### src/rtl/rg_pkg.sv
package rg_pkg;
  localparam int RG_XINT_W = 16;
  localparam int RG_YFRAC_W = 8;
  localparam int RG_WORD_W = 32;
  localparam int RG_PBN_SCALE = 54000;

  typedef enum logic [2:0] {
    S_IDLE,
    S_CHECK,
    S_LOAD_A,
    S_RUN_A,
    S_LOAD_B,
    S_RUN_B,
    S_FINISH
  } rg_state_t;
endpackage

### src/rtl/rg_div.sv
module rg_div #(
  parameter int NW = 64,
  parameter int DW = 23
) (
  input  logic          clk,
  input  logic          rst_n,
  input  logic          start,
  input  logic [NW-1:0] num,
  input  logic [DW-1:0] den,
  output logic          busy,
  output logic          done,
  output logic [NW-1:0] quo
);
  localparam int CW = $clog2(NW + 1);

  logic [DW-1:0] rem;
  logic [NW-1:0] sh;
  logic [DW-1:0] dq;
  logic [CW-1:0] cnt;
  logic [DW:0]   trial;
  logic [DW:0]   diff;
  logic          ge;

  always_comb begin
    trial = {rem, sh[NW-1]};
    ge    = (trial >= {1'b0, dq});
    diff  = trial - {1'b0, dq};
  end

  always_ff @(posedge clk or negedge rst_n) begin
    if (!rst_n) begin
      rem  <= '0;
      sh   <= '0;
      dq   <= '0;
      cnt  <= '0;
      busy <= 1'b0;
      done <= 1'b0;
    end else if (start) begin
      rem  <= '0;
      sh   <= num;
      dq   <= den;
      cnt  <= CW'(NW);
      busy <= 1'b1;
      done <= 1'b0;
    end else if (busy) begin
      rem <= ge ? DW'(diff) : DW'(trial);
      sh  <= {sh[NW-2:0], ge};
      cnt <= cnt - 1'b1;
      if (cnt == CW'(1)) begin
        busy <= 1'b0;
        done <= 1'b1;
      end
    end else begin
      done <= 1'b0;
    end
  end

  assign quo = sh;

  AST_REM_BELOW_DIV: assert property (@(posedge clk) disable iff (!rst_n)
    busy |-> (rem < dq));
  AST_NO_RESTART: assert property (@(posedge clk) disable iff (!rst_n)
    start |-> !busy);
  AST_DIV_DONE_PULSE: assert property (@(posedge clk) disable iff (!rst_n)
    done |=> !done);
endmodule

### src/rtl/rg_quant.sv
module rg_quant
  import rg_pkg::*;
#(
  parameter int INT_W  = 32,
  parameter int FRAC_W = 32,
  parameter int LANE_W = 3
) (
  input  logic [INT_W+FRAC_W-1:0] raw,
  input  logic [LANE_W-1:0]       lanes,
  output logic [RG_XINT_W-1:0]    x_int,
  output logic [RG_YFRAC_W-1:0]   y_frac
);
  localparam int EW = LANE_W + 9;
  localparam int PW = FRAC_W + EW;

  logic [INT_W-1:0]  whole;
  logic [FRAC_W-1:0] frac;
  logic [EW-1:0]     scale;
  logic [PW-1:0]     prod;
  logic [EW-1:0]     step;

  always_comb begin
    whole = raw[INT_W+FRAC_W-1:FRAC_W];
    frac  = raw[FRAC_W-1:0];
    scale = EW'(lanes) << 8;
    prod  = PW'(frac) * PW'(scale);
    if (frac == '0) step = scale;
    else            step = EW'(prod >> FRAC_W);
    x_int  = RG_XINT_W'(whole) * RG_XINT_W'(lanes) + RG_XINT_W'(step >> 8);
    y_frac = RG_YFRAC_W'(step);
  end

  always_comb begin
    AST_STEP_IN_RANGE: assert (step <= scale);
  end
endmodule

### src/rtl/rg_calc.sv
module rg_calc
  import rg_pkg::*;
#(
  parameter int PCLK_W = 20,
  parameter int BPP_W  = 6,
  parameter int LCLK_W = 20,
  parameter int LANE_W = 3,
  parameter int PBN_W  = 16,
  parameter int FRAC_W = 32
) (
  input  logic                  clk,
  input  logic                  rst_n,
  input  logic                  req_valid,
  output logic                  req_ready,
  input  logic [PCLK_W-1:0]     pclk_khz,
  input  logic [BPP_W-1:0]      bpp,
  input  logic [LCLK_W-1:0]     lclk,
  input  logic [LANE_W-1:0]     lanes,
  input  logic [PBN_W-1:0]      pbn,
  output logic                  res_done,
  output logic                  res_err,
  output logic [RG_XINT_W-1:0]  x_int,
  output logic [RG_YFRAC_W-1:0] y_frac,
  output logic [RG_WORD_W-1:0]  rg_word
);
  localparam int NUM_A_W = PCLK_W + BPP_W + 3;
  localparam int NUM_B_W = PBN_W + 16;
  localparam int NUM_W   = (NUM_A_W > NUM_B_W) ? NUM_A_W : NUM_B_W;
  localparam int DIV_W   = NUM_W + FRAC_W;
  localparam int DEN_W   = LCLK_W + LANE_W;

  rg_state_t state;

  logic [PCLK_W-1:0] pclk_q;
  logic [BPP_W-1:0]  bpp_q;
  logic [LCLK_W-1:0] lclk_q;
  logic [LANE_W-1:0] lanes_q;
  logic [PBN_W-1:0]  pbn_q;
  logic              zero_q;
  logic [DIV_W-1:0]  qa_q;
  logic [DIV_W-1:0]  qb_q;

  logic [DEN_W-1:0]  den;
  logic [NUM_W-1:0]  num_a;
  logic [NUM_W-1:0]  num_b;
  logic [DIV_W-1:0]  div_num;
  logic              div_start;
  logic              div_busy;
  logic              div_done;
  logic [DIV_W-1:0]  div_quo;
  logic [DIV_W:0]    sum;
  logic [DIV_W-1:0]  raw;
  logic [RG_XINT_W-1:0]  q_x;
  logic [RG_YFRAC_W-1:0] q_y;

  always_comb begin
    den     = DEN_W'(lclk_q) * DEN_W'(lanes_q);
    num_a   = (NUM_W'(pclk_q) * NUM_W'(bpp_q)) << 3;
    num_b   = NUM_W'(pbn_q) * NUM_W'(RG_PBN_SCALE);
    div_num = (state == S_LOAD_B) ? {num_b, {FRAC_W{1'b0}}} : {num_a, {FRAC_W{1'b0}}};
    div_start = (state == S_LOAD_A) || (state == S_LOAD_B);
    sum     = {1'b0, qa_q} + {1'b0, qb_q};
    raw     = DIV_W'(sum >> 1);
  end

  assign req_ready = (state == S_IDLE);

  rg_div #(.NW(DIV_W), .DW(DEN_W)) u_div (
    .clk   (clk),
    .rst_n (rst_n),
    .start (div_start),
    .num   (div_num),
    .den   (den),
    .busy  (div_busy),
    .done  (div_done),
    .quo   (div_quo)
  );

  rg_quant #(.INT_W(NUM_W), .FRAC_W(FRAC_W), .LANE_W(LANE_W)) u_quant (
    .raw    (raw),
    .lanes  (lanes_q),
    .x_int  (q_x),
    .y_frac (q_y)
  );

  always_ff @(posedge clk or negedge rst_n) begin
    if (!rst_n) begin
      state    <= S_IDLE;
      pclk_q   <= '0;
      bpp_q    <= '0;
      lclk_q   <= '0;
      lanes_q  <= '0;
      pbn_q    <= '0;
      zero_q   <= 1'b0;
      qa_q     <= '0;
      qb_q     <= '0;
      res_done <= 1'b0;
      res_err  <= 1'b0;
      x_int    <= '0;
      y_frac   <= '0;
    end else begin
      res_done <= 1'b0;
      unique case (state)
        S_IDLE: begin
          if (req_valid) begin
            pclk_q  <= pclk_khz;
            bpp_q   <= bpp;
            lclk_q  <= lclk;
            lanes_q <= lanes;
            pbn_q   <= pbn;
            state   <= S_CHECK;
          end
        end
        S_CHECK: begin
          zero_q <= (den == '0);
          state  <= (den == '0) ? S_FINISH : S_LOAD_A;
        end
        S_LOAD_A: state <= S_RUN_A;
        S_RUN_A: begin
          if (div_done) begin
            qa_q  <= div_quo;
            state <= S_LOAD_B;
          end
        end
        S_LOAD_B: state <= S_RUN_B;
        S_RUN_B: begin
          if (div_done) begin
            qb_q  <= div_quo;
            state <= S_FINISH;
          end
        end
        S_FINISH: begin
          res_done <= 1'b1;
          res_err  <= zero_q;
          x_int    <= zero_q ? '0 : q_x;
          y_frac   <= zero_q ? '0 : q_y;
          state    <= S_IDLE;
        end
        default: state <= S_IDLE;
      endcase
    end
  end

  assign rg_word = {x_int, {(RG_WORD_W - RG_XINT_W - RG_YFRAC_W){1'b0}}, y_frac};

  AST_LOAD_WHEN_FREE: assert property (@(posedge clk) disable iff (!rst_n)
    div_start |-> !div_busy);
  AST_ACCEPT_DROPS_READY: assert property (@(posedge clk) disable iff (!rst_n)
    (req_valid && req_ready) |=> !req_ready);
  AST_DONE_ONE_CYCLE: assert property (@(posedge clk) disable iff (!rst_n)
    res_done |=> !res_done);
  AST_DONE_WITH_READY: assert property (@(posedge clk) disable iff (!rst_n)
    res_done |-> req_ready);
  AST_ERR_ZERO_FIELDS: assert property (@(posedge clk) disable iff (!rst_n)
    res_err |-> (x_int == '0 && y_frac == '0));
  AST_RESULT_HELD: assert property (@(posedge clk) disable iff (!rst_n)
    (!$stable(rg_word) || !$stable(res_err)) |-> res_done);
endmodule

### config.mk
export PLATFORM = sky130hd
export DESIGN_NAME = rg_calc
export DESIGN_NICKNAME = d
export VERILOG_FILES = /design/src/rtl/rg_pkg.sv /design/src/rtl/rg_div.sv /design/src/rtl/rg_quant.sv /design/src/rtl/rg_calc.sv
export SDC_FILE = /design/constraint.sdc
export NUM_CORES = 1
export LEC_CHECK = 0
export BUFFER_PORTS_ARGS = -buffer_cell sky130_fd_sc_hd__buf_4
export CAP_MARGIN = 25
export CORE_MARGIN = 4
export CORE_UTILIZATION = 45
export DETAILED_ROUTE_END_ITERATION = 16
export GPL_TIMING_DRIVEN = 0
export PLACE_DENSITY = 0.67
export REMOVE_ABC_BUFFERS = 1
export SLEW_MARGIN = 20
export SYNTH_ARGS = -nofsm -noshare
export SYNTH_HDL_FRONTEND = slang
export SYNTH_SLANG_ARGS = --single-unit
### constraint.sdc
create_clock -name clk -period 10.55 [get_ports clk]
set_clock_uncertainty 0.15 [all_clocks]
set_input_delay 1.5825 -clock clk [delete_from_list [all_inputs] [get_ports clk]]
set_output_delay 1.5825 -clock clk [all_outputs]
set_load 0.01 [all_outputs]
-- Word-level counts from Yosys, hierarchy flattened
Index checks and enable logic that the tools add are counted.
- add/sub/neg operators: 4
- $mul: 5
- $lt $le $gt $ge: 1
- equal/unequal tests: 11
- multiplexer cells: 23
- reduce and logical (&&, ||, !) cells: 9
- operators with widths (kind ; number):
    $mux 64 ; 3
    $mux 23 ; 3
    $add 49x49->49 ; 1
    $mul 32x3->35 ; 1
    $logic_not 32->1 ; 1
    $mul 16x12->28 const B ; 1
    $mul 20x6->26 ; 1
    $ge 24x23->1 ; 1
    $logic_not 23->1 ; 1
    $mul 20x3->23 ; 1
    $sub 23x23->23 ; 1
    $pmux 3 s6 ; 1
    $add 16x4->16 ; 1
    $mul 16x3->16 ; 1
    $mux 16 ; 1
    $mux 7 ; 2
    $mux 3 ; 4
    $mux 11 ; 1
    $eq 3x3->1 const B ; 3
    $mux 8 ; 1
    $eq 7x1->1 const B ; 1
    $mux 1 ; 7
    $sub 7x1->7 const B ; 1
    $eq 3x2->1 const B ; 2
    9 further kinds ; 12
- bits in registers: 312
- output and inout port bits: 59
- word-level logic and storage cells: 72

-- Longest topological paths before layout
- depth after elaboration: 5
- depth in mapped cells: 37
- gate-level depth less buffers: 37

-- Cells and area by module
A second synthesis with hierarchy kept.
- cell total of the unflattened synthesis: 3651
- area, all modules: 32914.1 um2
- by module, submodules not included (module ; instances ; cells each ; area each (um2)):
    rg_calc ; 1 ; 2333 ; 22053.7
    rg_div ; 1 ; 720 ; 6657.6
    rg_quant ; 1 ; 598 ; 4202.8

-- Worst setup path after synthesis
No wires, ideal clock.
- path kind: reg2reg
- from: register qa_q[10]
- to: register x_int[15]
- setup time: 0.095 ns
- arrival: 7.642 ns
- data required time: 10.305 ns
- setup slack: 2.663 ns
- stages on the path, launching flop included: 34
- buffers on the path: 1
- cell sequence: dfrtp_1 > ha_1 > clkbuf_1 > nand4_1 > or3_2 > o21a_4 > or2b_2 > a21oi_1 > nand2_1 > fa_1 > inv_1 > ha_1 > nand4_1 > or2_2 > o221ai_1 > o21ai_0 > a2111oi_0 > o21ai_0 > a31oi_1 > a21oi_1 > a21oi_1 > fa_1 > fa_1 > a211oi_1 > o21ai_0 > nand4_1 > a31oi_1 > a21o_1 > a21oi_1 > xnor2_1 > xnor2_1 > xnor2_1 > xnor2_1 > o31ai_1
- word-level cells in the longest chain between the ends: 5
- ends and longest elaborated chain (what ; RTL line ; source):
    from (decl) ; rg_calc.sv:40 ; logic [DIV_W-1:0] qa_q;
    from (signal assigned) ; rg_calc.sv:121 ; qa_q <= div_quo;
    $add 49x49->49 * ; rg_calc.sv:62 ; sum = {1'b0, qa_q} + {1'b0, qb_q};
    $mul 32x3->35 or $logic_not 32->1 (tied branches) ; rg_quant.sv:26, rg_quant.sv:27 ;
    $mux 11 ; rg_quant.sv:27 ; if (frac == '0) step = scale;
    $add 16x4->16 * ; rg_quant.sv:29 ; x_int = RG_XINT_W'(whole) * RG_XINT_W'(lanes) + RG_XINT_W'(step >> 8);
    $mux 16 * ; rg_calc.sv:135 ; x_int <= zero_q ? '0 : q_x;
    to (signal assigned) ; rg_calc.sv:135 ;
    to (decl) ; rg_calc.sv:22 ; output logic [RG_XINT_W-1:0] x_int,
Mark *: on every way between the ends. The rest lies on a longest branch, timed or not.
A chain may end at the register's enable or synchronous reset.

-- Worst setup path after layout
- from: register qa_q[7]
- to: register x_int[15]
The elaborated chain is that of the path after synthesis.

==> results.txt <==
----------------------------------------------------
[STA]
  Transition at the pin with the smallest max-transition slack ... 905 ps
  Max-slew violations ... 0
  Final Hold Fails ... 0
  Setup repair after global routing missed its margin ... false
  Final Cycle Share ... 0.921
  FMAX ... 103 MHz
  Max-slew headroom ... 0.381
  Final period demand of the worst path ... 9710 ps
  Final setup violation count ... 0

[Synthesis]
  Cell taking the most area after synthesis ... sky130_fd_sc_hd__dfrtp_1
  Leading cell types by total area after synthesis ... sky130_fd_sc_hd__dfrtp_1 27%, sky130_fd_sc_hd__fa_1 15%, sky130_fd_sc_hd__ha_1 12%
  Dominant synthesized flop cell ... sky130_fd_sc_hd__dfrtp_1
  Share of the yosys chip area belonging to registers ... 0.265
  Share of synthesized registers carrying an async set or reset ... 1.00
  Post-synth cell types ... 90
  Post-synth design cell area ... 29400 um2
  Yosys top cell area share ... 0.265
  Cells after Synth ... 3159
  Number of synthesized flops with an enable pin ... 0
  Ranking of synthesized cells by instance count ... 406 x sky130_fd_sc_hd__nand2_1, 404 x sky130_fd_sc_hd__inv_1, 312 x sky130_fd_sc_hd__dfrtp_1, 293 x sky130_fd_sc_hd__ha_1, 214 x sky130_fd_sc_hd__fa_1
  Register bit count reported by yosys ... 312
  Synthesis warning total ... 0
  Post-Synthesis Mean Instance Area ... 9.32 um2
  Most instantiated library cell after synthesis ... sky130_fd_sc_hd__nand2_1

[Worst setup path]
  Critical path's top delay family ... compound AO/OA/AOI/OAI gates
  Largest stage delay on the critical path ... 580 ps
  Data arrival at the endpoint of the critical path ... 9990 ps
  Required time of the critical path ... 10830 ps
  Critical-path top delay cell ... sky130_fd_sc_hd__a2111oi_1
  Capturing point of the worst reg2reg path ... x_int[15]
  CP Max Fanout ... 7
  Critical path startpoint category ... flop
  Startpoint-to-endpoint class of the critical path ... flop to flop
  Critical path endpoint category ... flop
  Worst r2r src ... qa_q[7]
  Critical path's most frequent cell ... sky130_fd_sc_hd__xnor2_1
  Depth of the most critical reg-to-reg path ... 34
  Combined buffer and inverter count along the critical path ... 1
  Slack of the worst reg-to-reg path ... 840 ps

[Die]
  Die Span Y ... 264 um
  Row cnt ... 93
  Die Area ... 69600 um2
  IO Count ... 127
  Initial core utilization ... 0.456
  Core Footprint ... 64600 um2
  Die outline width ... 264 um

[Placed design]
  Weighted congestion at the end of routability-driven global placement ... 0.827
  HPWL Detailed ... 48100 um
  Port buffer count ... 118

[CTS]
  Clock sinks ... 312
  Number of CTS-inserted buffers ... 40
  # hold bufs at CTS ... 0
  Maximum clock insertion buffer count ... 3
  Clock slew seen by the registers of the worst setup and hold paths ... 60 ps
  Source-to-sink clock delay at the later pin of the worst-skew pair ... 580 ps
  Number of gates resized after CTS ... 0
  Clock tree from TritonCTS ... yes
  Master cell of the clock root buffer ... sky130_fd_sc_hd__clkbuf_16
  Count of buffers added by post-CTS timing repair for setup ... 0
  Number of H-tree levels ... 2

[Route]
  Total detailed-routing wirelength ... 62700 um
  DRT antenna net count ... 0
  Vias per cell ... 5.31
  DR iter-0 viols ... 880
  Average wire per standard cell ... 15.3 um
  DRT Pass-1 Iters ... 4
  Via total after detailed routing ... 21702
  DRC violation count after routing ... 0

[Worst hold path]
  Hold crit path type ... flop to flop
  Hold_sp ... res_err
  Worst Hold Path EP ... res_err
  Cell count of the worst hold path ... 2

[GRT]
  Global-route wire length before repair ... 108000 um
  Total global routing track utilization ... 0.182
  Initial antenna violation count ... 1
  Largest net degree at the start of global routing ... 83
  Global route overflow ... 0
  Number of global-route vias before repair ... 22036

[Finish]
  Utilization after layout ... 0.505
  Fraction of layout instances using a drive strength above 1 ... 0.132
  Count of filler cells inserted in the layout ... 6089
  Net count reported at finish ... 3776
  Number of antenna diodes ... 0
  Area growth from synthesis to layout ... 10.7%

[Status]
  Run status ... finished clean

[Flow run]
  Max-cap violations ... 0

----------------------------------------------------
[metrics by stage]
step | setup slack [ps] | TNS, ps | hold WS, ps | instances | cell area (um2)
6_report | 835 | 0 | 328 | 4086 | 32600
3_5_place_dp | 694 | 0 | 315 | 4013 | 31100
4_1_cts | 655 | 0 | 331 | 4085 | 32600
2_1_floorplan | 2630 | 0 | 299 | 3018 | 28800
5_1_grt | 169 | 0 | 350 | 4086 | 32600
3_3_place_gp | -254 | -12740 | 313 | 3991 | 30700
[cell usage in the layout, fill, tap and decap left out, drive strengths merged, types with 17 or more instances in the layout]
cell type / n
and2: 49
buf: 140
o21a: 26
o31ai: 23
inv: 409
a21oi: 132
nor2: 159
a22o: 17
fa: 214
nand4: 25
dfrtp: 312
or3: 17
xnor2: 80
a31oi: 20
o21ai: 132
ha: 293
a21o: 67
xor2: 56
mux2i: 78
mux2: 156
nand3: 35
clkbuf: 53
o211ai: 17
nor3: 41
nand2b: 26
a211oi: 37
nand2: 406
[kinds of logic (layout without fill, tap and decap cells)]
logic type / count (synthesis) / after routing / synth area share
and+or+nand+nor: 835 / 835 / 0.130
AOI/OAI and AO/OA: 582 / 582 / 0.133
buffers and inverters: 552 / 617 / 0.0752
adders and majority gates: 507 / 507 / 0.270
DFF: 312 / 312 / 0.265
muxes: 234 / 234 / 0.0862
xor gates and xnor gates: 136 / 136 / 0.0407
other: 1 / 8 / 0.000127
[area by class of cell]
cell class / instances / area [um2] / share of cell area
Multi-Input combinational cell: 2302 / 19500 / 0.598
Inverter: 404 / 1520 / 0.0465
Clock buffer: 52 / 1140 / 0.0349
Timing Repair Buffer: 141 / 1230 / 0.0379
Sequential cell: 312 / 7820 / 0.240
Clock inverter: 20 / 328 / 0.0101
Tap cell: 855 / 1070 / 0.0328
[worst min-delay path, delay by kind of cell, from the launching register on]
family / cells / cell delay [ps]
simple gates: 2 / 100
flops: 1 / 340
[worst max-delay path by stage]
stage,start,to,slack [ps],depth (start not counted)
floorplan,qa_q[7],x_int[15],2630,35
global placement,req_valid,bpp_q[4],-250,4
detailed placement,qa_q[0],x_int[15],690,35
CTS,qa_q[0],x_int[15],650,35
global route,qa_q[7],x_int[15],170,34
finish,qa_q[7],x_int[15],840,34
[sequential cells by signal (all words and copies together), names as in the netlist, 3 cells and up]
register and count:
qa_q 49, u_div.rem 23, u_div.dq 23, qb_q 49, u_div.cnt 7, y_frac 8, x_int 16, pbn_q 16
state 3, u_div.quo 64, pclk_q 20, bpp_q 6, lanes_q 3, lclk_q 20
[per-layer routing]
layer  track usage  part of all wire  vias up  wire length [um]
met2         0.315              0.48      273             30200
met1         0.246              0.46    10624             29000
met3        0.0220             0.033       86              2090
met4        0.0450             0.022        0              1350
met5             0                 0        -                 0
li1              -                 -    10719                 -
Power is left out: the tool's default activity adds up to more than one toggle a clock period on the data nets, which glitch-free logic cannot reach.
